File: config.mk
export PLATFORM = sky130hd
export DESIGN_NAME = ob_clamp_avg
export DESIGN_NICKNAME = d
export VERILOG_FILES = /design/src/rtl/ob_clamp_pkg.sv /design/src/rtl/ob_rst_sync.sv /design/src/rtl/ob_mark_edge.sv /design/src/rtl/ob_win_ctrl.sv /design/src/rtl/ob_acc_avg.sv /design/src/rtl/ob_clamp_avg.sv
export SDC_FILE = /design/constraint.sdc
export NUM_CORES = 1
export LEC_CHECK = 0
export BUFFER_PORTS_ARGS = -buffer_cell sky130_fd_sc_hd__buf_4
export CAP_MARGIN = 20
export CORE_ASPECT_RATIO = 0.6
export CORE_MARGIN = 3
export CORE_UTILIZATION = 53
export DETAILED_ROUTE_END_ITERATION = 6
export PLACE_DENSITY = 0.8
export SLEW_MARGIN = 20
export SYNTH_ARGS = -nofsm -noshare
export SYNTH_HDL_FRONTEND = slang
export SYNTH_SLANG_ARGS = --single-unit
File: constraint.sdc
create_clock -name clk -period 1.52 [get_ports clk]
set_input_delay 0.304 -clock clk [delete_from_list [all_inputs] [get_ports clk]]
set_output_delay 0.304 -clock clk [all_outputs]
set_load 0.01 [all_outputs]
File: src/rtl/ob_clamp_pkg.sv
package ob_clamp_pkg;

  typedef enum logic [2:0] {
    ST_IDLE = 3'd0,
    ST_QUAL = 3'd1,
    ST_WAIT = 3'd2,
    ST_ACC  = 3'd3,
    ST_DONE = 3'd4
  } win_st_e;

endpackage

File: src/rtl/ob_rst_sync.sv
module ob_rst_sync (
  input  logic clk_i,
  input  logic arst_ni,
  output logic rst_no
);

  logic [1:0] sync_q;
  logic [1:0] sync_d;

  always_comb begin
    sync_d = {sync_q[0], 1'b1};
  end

  always_ff @(posedge clk_i or negedge arst_ni) begin
    if (!arst_ni) begin
      sync_q <= 2'b00;
    end else begin
      sync_q <= sync_d;
    end
  end

  assign rst_no = sync_q[1];

endmodule

File: src/rtl/ob_mark_edge.sv
module ob_mark_edge (
  input  logic clk_i,
  input  logic rst_ni,
  input  logic mark_i,
  input  logic inv_i,
  output logic act_o,
  output logic rise_o
);

  logic prev_q;
  logic prev_d;
  logic act;

  // polarity select folds into a single active-high view
  assign act = mark_i ^ inv_i;

  always_comb begin
    prev_d = act;
  end

  // previous level resets to "active" so a marker held through reset is no edge
  always_ff @(posedge clk_i or negedge rst_ni) begin
    if (!rst_ni) begin
      prev_q <= 1'b1;
    end else begin
      prev_q <= prev_d;
    end
  end

  assign act_o  = act;
  assign rise_o = act & ~prev_q;

endmodule

File: src/rtl/ob_win_ctrl.sv
module ob_win_ctrl
  import ob_clamp_pkg::*;
#(
  parameter int QUAL_CYC  = 3,   // clocks the marker must be seen active (>= 2)
  parameter int WIN_START = 5,   // first sampled offset (> QUAL_CYC)
  parameter int SAMPLES   = 8
) (
  input  logic clk_i,
  input  logic rst_ni,
  input  logic act_i,
  input  logic rise_i,
  output logic acc_en_o,
  output logic acc_first_o,
  output logic done_o
);

  localparam int WIN_END = WIN_START + SAMPLES - 1;
  localparam int CNT_W   = $clog2(WIN_END + 2);
  localparam int CHK_W   = $clog2(SAMPLES + 1);

  localparam logic [CNT_W-1:0] QUAL_LAST = CNT_W'(QUAL_CYC - 1);
  localparam logic [CNT_W-1:0] WAIT_LAST = CNT_W'(WIN_START - 1);
  localparam logic [CNT_W-1:0] ACC_FIRST = CNT_W'(WIN_START);
  localparam logic [CNT_W-1:0] ACC_LAST  = CNT_W'(WIN_END);

  win_st_e          st_q, st_d;
  logic [CNT_W-1:0] cnt_q, cnt_d;
  logic             seq_en;

  // clock enable: sequencer only moves while busy or on a fresh edge
  assign seq_en = (st_q != ST_IDLE) | rise_i;

  always_comb begin
    st_d  = st_q;
    cnt_d = cnt_q;
    case (st_q)
      ST_IDLE: begin
        if (rise_i) begin
          st_d  = ST_QUAL;
          cnt_d = CNT_W'(1);
        end
      end
      ST_QUAL: begin
        if (!act_i) begin
          st_d  = ST_IDLE;
          cnt_d = '0;
        end else begin
          cnt_d = cnt_q + CNT_W'(1);
          if (cnt_q == QUAL_LAST) st_d = ST_WAIT;
        end
      end
      ST_WAIT: begin
        cnt_d = cnt_q + CNT_W'(1);
        if (cnt_q == WAIT_LAST) st_d = ST_ACC;
      end
      ST_ACC: begin
        cnt_d = cnt_q + CNT_W'(1);
        if (cnt_q == ACC_LAST) st_d = ST_DONE;
      end
      ST_DONE: begin
        st_d  = ST_IDLE;
        cnt_d = '0;
      end
      default: begin
        st_d  = ST_IDLE;
        cnt_d = '0;
      end
    endcase
  end

  always_ff @(posedge clk_i or negedge rst_ni) begin
    if (!rst_ni) begin
      st_q  <= ST_IDLE;
      cnt_q <= '0;
    end else if (seq_en) begin
      st_q  <= st_d;
      cnt_q <= cnt_d;
    end
  end

  assign acc_en_o    = (st_q == ST_ACC);
  assign acc_first_o = (st_q == ST_ACC) && (cnt_q == ACC_FIRST);
  assign done_o      = (st_q == ST_DONE);

  // checking aid: samples taken during the current window
  logic [CHK_W-1:0] chk_q;
  always_ff @(posedge clk_i or negedge rst_ni) begin
    if (!rst_ni) begin
      chk_q <= '0;
    end else if (st_q == ST_IDLE) begin
      chk_q <= '0;
    end else if (acc_en_o) begin
      chk_q <= chk_q + CHK_W'(1);
    end
  end

  assert_eight_samples_R3: assert property (@(posedge clk_i) disable iff (!rst_ni)
    done_o |-> (chk_q == CHK_W'(SAMPLES)));

  assert_qual_held_R5: assert property (@(posedge clk_i) disable iff (!rst_ni)
    (st_q == ST_QUAL) |-> $past(act_i));

  assert_no_restart_R8: assert property (@(posedge clk_i) disable iff (!rst_ni)
    (st_q == ST_WAIT || st_q == ST_ACC || st_q == ST_DONE) |=> (st_q != ST_QUAL));

endmodule

File: src/rtl/ob_acc_avg.sv
module ob_acc_avg #(
  parameter int DATA_W   = 10,
  parameter int AVG_LOG2 = 3
) (
  input  logic              clk_i,
  input  logic              rst_ni,
  input  logic [DATA_W-1:0] pix_i,
  input  logic              acc_en_i,
  input  logic              first_i,
  input  logic              done_i,
  output logic [DATA_W-1:0] clamp_o,
  output logic              upd_o
);

  localparam int ACC_W = DATA_W + AVG_LOG2;

  logic [ACC_W-1:0]  acc_q, acc_d;
  logic [DATA_W-1:0] clamp_q, clamp_d;
  logic              upd_q, upd_d;

  always_comb begin
    acc_d = first_i ? ACC_W'(pix_i) : (acc_q + ACC_W'(pix_i));
  end

  always_comb begin
    clamp_d = done_i ? acc_q[ACC_W-1:AVG_LOG2] : clamp_q;
    upd_d   = done_i;
  end

  always_ff @(posedge clk_i or negedge rst_ni) begin
    if (!rst_ni) begin
      acc_q <= '0;
    end else if (acc_en_i) begin
      acc_q <= acc_d;
    end
  end

  always_ff @(posedge clk_i or negedge rst_ni) begin
    if (!rst_ni) begin
      clamp_q <= '0;
      upd_q   <= 1'b0;
    end else begin
      clamp_q <= clamp_d;
      upd_q   <= upd_d;
    end
  end

  assign clamp_o = clamp_q;
  assign upd_o   = upd_q;

  assert_strobe_single_R7: assert property (@(posedge clk_i) disable iff (!rst_ni)
    upd_q |=> !upd_q);

  assert_clamp_hold_R6: assert property (@(posedge clk_i) disable iff (!rst_ni)
    (clamp_q != $past(clamp_q)) |-> upd_q);

endmodule

File: src/rtl/ob_clamp_avg.sv
module ob_clamp_avg #(
  parameter int DATA_W    = 10,
  parameter int AVG_LOG2  = 3,
  parameter int QUAL_CYC  = 3,
  parameter int WIN_START = 5
) (
  input  logic              clk,
  input  logic              rst_n,
  input  logic [DATA_W-1:0] pix_i,
  input  logic              ob_mark_i,
  input  logic              ob_inv_i,
  output logic [DATA_W-1:0] clamp_o,
  output logic              clamp_upd_o
);

  localparam int SAMPLES = 1 << AVG_LOG2;

  logic rst_int_n;
  logic act, rise;
  logic acc_en, acc_first, done;

  ob_rst_sync u_rst (
    .clk_i   (clk),
    .arst_ni (rst_n),
    .rst_no  (rst_int_n)
  );

  ob_mark_edge u_edge (
    .clk_i  (clk),
    .rst_ni (rst_int_n),
    .mark_i (ob_mark_i),
    .inv_i  (ob_inv_i),
    .act_o  (act),
    .rise_o (rise)
  );

  ob_win_ctrl #(
    .QUAL_CYC  (QUAL_CYC),
    .WIN_START (WIN_START),
    .SAMPLES   (SAMPLES)
  ) u_ctrl (
    .clk_i       (clk),
    .rst_ni      (rst_int_n),
    .act_i       (act),
    .rise_i      (rise),
    .acc_en_o    (acc_en),
    .acc_first_o (acc_first),
    .done_o      (done)
  );

  ob_acc_avg #(
    .DATA_W   (DATA_W),
    .AVG_LOG2 (AVG_LOG2)
  ) u_avg (
    .clk_i    (clk),
    .rst_ni   (rst_int_n),
    .pix_i    (pix_i),
    .acc_en_i (acc_en),
    .first_i  (acc_first),
    .done_i   (done),
    .clamp_o  (clamp_o),
    .upd_o    (clamp_upd_o)
  );

  // strobe lands two edges after the last sample and never during sampling
  assert_upd_timing_R7: assert property (@(posedge clk) disable iff (!rst_int_n)
    clamp_upd_o |-> ($past(acc_en, 2) && !$past(acc_en)));

  assert_reset_state_R1: assert property (@(posedge clk)
    !rst_int_n |=> (clamp_o == '0) && !clamp_upd_o);

endmodule

# Yosys cells after proc, flatten, opt, wreduce, memory -nomap -nowiden
# Index checks and enable logic that the tools add are counted.
# word_totals
inputBits,14
regBits,34
output_inout_bits,11
elab_cells,41
# op_classes
addsub,2
n_bitwise,4
eq_ne,12
reduce_logical,6
mux,10
# op_table
operator,count
two-way mux 3 bit,5
adder 13 x 10 -> 13 bit,1
two-way mux 13 bit,1
case mux 3 bit (4 select lines),1
case mux 4 bit (3 select lines),1
"== test 4 x 3 -> 1 bit, second input constant",2
two-way mux 4 bit,2
"== test 3 x 2 -> 1 bit, second input constant",2
"!= test 2 x 1 -> 1 bit, second input constant",3
AND reduction 5 bit,1
"adder 4 x 1 -> 4 bit, second input constant",1
"== test 4 x 2 -> 1 bit, second input constant",1
"== test 4 bit, second input constant",1
"== test 3 x 1 -> 1 bit, second input constant",1
"== test 3 bit, second input constant",1
logical NOT 3 bit,1
"!= test 3 bit, second input constant",1
nonzero test 3 bit,1
AND reduction 2 bit,1
OR reduction 2 bit,1
bitwise AND 1 bit,1
logical AND 1 bit,1
inverter 1 bit,1
OR 1 bit,1
bitwise XOR 1 bit,1

# Depth between registers and ports, before layout
# logic_depth
ltp_word,4
mapped_depth,8
depth_no_buf,7

# Modules after synthesis
# A second synthesis with hierarchy kept.
# hier_totals
hier_cells,193
hier_area_um2,2005.7
# modules_own_cells
mod,n_inst,seq_area_each_um2,cells_per_inst,area_per_inst_um2
ob_acc_avg,1,600.6,137,1456.4
ob_win_ctrl,1,175.2,50,451.7
ob_rst_sync,1,50.0,3,53.8
ob_mark_edge,1,26.3,3,43.8

# Worst setup path after synthesis
# Ideal clock, no wire load.
# synth_timing
path_type,flip-flop to flip-flop
startpoint,reg u_avg.acc_q[0]
endpoint,reg u_avg.acc_q[8]
path_buffers,0
slack_ns,-0.462
arrival_ns,1.860
path_stages_with_launch,8
setup_ns,0.122
period_less_slack_ns,1.982
t_required_ns,1.398
path_cell_list,dfrtp_1 > ha_1 > fa_1 > a211oi_1 > o211ai_1 > a31oi_1 > mux2i_1 > nand2_1
# synth_between
elab_chain_cells,2
# synth_rtl
element,line_no,text
from (decl),ob_acc_avg.sv:17,"logic [ACC_W-1:0] acc_q, acc_d;"
from (signal assigned),ob_acc_avg.sv:32,acc_q <= '0;
from (signal assigned),ob_acc_avg.sv:34,acc_q <= acc_d;
adder 13 x 10 -> 13 bit,ob_acc_avg.sv:22,acc_d = first_i ? ACC_W'(pix_i) : (acc_q + ACC_W'(pix_i));
two-way mux 13 bit,ob_acc_avg.sv:22,
# Every way passes these cells.
# A chain may end at the register's enable or synchronous reset.

# Worst setup path after layout
# Same ends and word-level chain as after synthesis.

==> impl_metrics.csv <==
group,metric,value,unit
status,outcome,"finished, violations left",
status,violations,"negative setup slack",
final_layout,synthToLayoutAreaGrowth,46.01,%
grt,grt_pass1_wl,8.832,mm
critical_path,crit_fanout,3,
logic_synthesis,syn_inst,207,
grt,antenna_found_initial,0,
drt,routed.top_layer,"met4",
critical_path,crit_arrival,2.11,ns
critical_path,r2r-start,"u_avg.acc_q[0]",
pwr,vdd_drop_max,1.325,mV
critical_path,critPathLaunch,"u_avg.acc_q[0]",
logic_synthesis,avgSynthCellArea,9.683,µm²
drt,wire_per_inst,16.95,µm
timing,setup_viol_count_final,10,
floorplan,io-pin-count,25,
final_layout,finalNetCount,317,
drt,dr_total_vias,1927,
drt,vias_per_cell,5.769,
logic_synthesis,ys_ff_latch,34,
timing,final.setup.worst_slack,-0.4038,ns
drt,met2_wirelength,2.713,mm
critical_path,max_stage_delay,0.41,ns
final_layout,final_util,0.8499,
logic_synthesis,ys_types,47,
pwr,p_sw_frac,0.3993,
timing,rsz0062_at_grt,"yes",
drt,drt_iter0_drc,110,
placement,hpwl,3.952,mm
logic_synthesis,yosysSeqAreaShare,0.4251,
clocking,clock-sinks,34,
placement,gp_congestion,0.9424,
critical_path,end_kind,"flip-flop",
drt,wl_met1,2.485,mm
pwr,internal-power,0.003934,W
clocking,root_buffer,"clkbuf_8",
final_layout,drive_above_1_share,0.4187,
clocking,cts_tree,"done",
timing,slew_violations,0,
placement,dp_cells,315,
placement,dpl_cell_area,2610,µm²
timing,max_freq,519.8,MHz
logic_synthesis,yosysWarnings,0,
grt,grt.overflow.total,0,
critical_path,critical_path_class,"flip-flop to flip-flop",
clocking,numCtsBuffers,5,
drt,met3_length,424,µm
final_layout,final_common_cell,"buf_4",
drt,drc,0,
grt,grt_max_degree,19,
critical_path,crit_slowest_cell,"dfrtp_1",
final_layout,diodes,0,
pwr,combPwrFrac,0.629,
placement,io_buffers,24,
floorplan,start_util,0.5821,
timing,finalCritPeriodShare,1.266,
pwr,power.clock.fraction,0.122,
logic_synthesis,ys.flop_type,"dfrtp_1",
critical_path,crit_chain,"ha_4 -> fa_2 -> a211oi_2 -> o211ai_1 -> a31oi_1 -> mux2i_1 -> nand2_1",
drt,firstDrtPassIters,5,
timing,fin_skew,0.01314,ns
clocking,cts_buffer_depth,2,
logic_synthesis,synthArstFlopShare,1.000,
worst_hold_path,hp-class,"flip-flop to async pin",
grt,globalRouteTotalUtil,0.2520,
placement,place_ws,-0.4817,ns
floorplan,row_count,16,
drt,drt_wl_total,5.660,mm
pwr,leakage,1.392,nW
logic_synthesis,synth_edf_count,0,
pwr,power_switching,0.002615,W
critical_path,required,1.70,ns
grt,grt_pass1_vias,1891,
floorplan,coreArea,3443,µm²
clocking,htree_num_levels,2,
pwr,seqPwrFrac,0.248,
final_layout,layout_common_cells,"72 x buf_4, 32 x dfrtp_1, 20 x nand2_1",
clocking,clkLatencyLatePin,0.29,ns
floorplan,fp.dieArea,4580,µm²
floorplan,dieHeight,53.64,µm
timing,tns,-2.787,ns
floorplan,chipWidth,85.39,µm
final_layout,instances_no_fill,334,
job,maxCapViolations,0,
logic_synthesis,syn_nets,236,
critical_path,worst_setup_path_start_kind,"flip-flop",
timing,hold_violations,0,
logic_synthesis,syn_area,2004,µm²
timing,fin_crit,1.924,ns
drt,antenna_left,0,
clocking,clk_pin_slew,0.08,ns
pwr,p_per_area,2238,nW/µm²
final_layout,final_cell_area,2927,µm²
flip-flops by register name, indices dropped and copies added, names as in the netlist:
register,cells
u_ctrl.cnt_q,4
u_avg.upd_o,1
u_rst.sync_q,2
u_avg.acc_q,13
u_avg.clamp_o,10
u_edge.prev_q,1
u_ctrl.st_q,3
kinds of logic (layout without fill, tap and decap cells):
family                     after synthesis  in the layout  share of synthesized area
other                                    1              1                   0.001871
DFF                                     34             34                     0.4251
buffers and inverters                   13             95                    0.02622
and+or+nand+nor                         61             61                     0.1429
muxes                                   11             11                    0.06117
adders and majority gates               15             15                    0.09738
AOI/OAI and AO/OA                       64             64                     0.2104
xor gates and xnor gates                 8              8                    0.03496
area by class of cell:
type / instances / area (µm²)
multi-input cells: 160 / 1242
flip-flops and latches: 34 / 853.3
repair buffers: 80 / 638.1
fillers: 194 / 516.7
clock buffers: 8 / 110.1
well taps: 45 / 56.30
inverters: 7 / 26.28
final timing paths:
kind                                  end  slack [ns]  cells after the start
min in group clk           u_avg.acc_q[8]        0.26                      3
max reg2reg                u_avg.acc_q[8]       -0.40                      7
min                        u_avg.acc_q[8]        0.19                      1
min reg2reg                u_avg.acc_q[8]        0.19                      1
max                        u_avg.acc_q[8]       -0.40                      7
max in group asynchronous   u_edge.prev_q        1.04                      1
cells in the mapped netlist, drive strengths merged, types with 3 or more instances:
master  number  area, µm²
o211ai       5      42.54
a21o         5      38.79
nor2        18      67.56
ha          14      175.2
inv          7      26.28
o21ai       19      95.09
a22oi        4      30.03
dfrtp       33      825.8
nor3         3      15.01
xnor2        5      43.79
nand2       21      78.83
clkbuf       4      16.26
nand3        3      15.01
xor2         3      26.28
mux2        10      112.6
a21oi       11      55.05
nand2b       3      18.77
a31oi        7      43.79
per-stage QoR:
| step | hold slack [ns] | total power, W |
|---|---|---|
| after floorplan | 0.008409 | 0.003613 |
| after global placement | 0.08780 | 0.004922 |
| after detailed placement | 0.08677 | 0.005068 |
| after CTS | 0.2043 | 0.006100 |
| after global routing | 0.2149 | 0.007031 |
| final | 0.1886 | 0.006549 |
routing by layer:
metal	track usage	vias up
li1	-	915
met1	0.3305	925
met2	0.4175	78
met3	0.06575	9
met4	0.07632	0
met5	0	-
worst max-delay path: cells and delay by family (launching register included):
family / cells / cell delay (ns)
AO/OA/AOI/OAI: 3 / 0.56
adder cells (fa/ha/maj): 2 / 0.54
flip-flops: 1 / 0.41
multiplexers: 1 / 0.23
AND/OR/NAND/NOR: 1 / 0.07
power by group through the flow:
stage	Clock, W	Sequential (W)	Combinational (W)
global route	0.000845	0.00167	0.00451
global placement	0	0.00158	0.00334
CTS	0.000808	0.00160	0.00369
floorplan	0	0.00163	0.00199
finish	0.000801	0.00163	0.00412
detailed placement	0	0.00160	0.00347
repair_timing:
action                                  4_1_cts  5_1_grt
hold buffers                                  1        0
endpoints found under the setup margin       12       17
pin swaps                                     5        6
resized for setup                            10       19
gates cloned                                  0        0
endpoints found under the hold margin         2        0
buffers inserted                              4        6
Power figures use the tool's default switching activity.
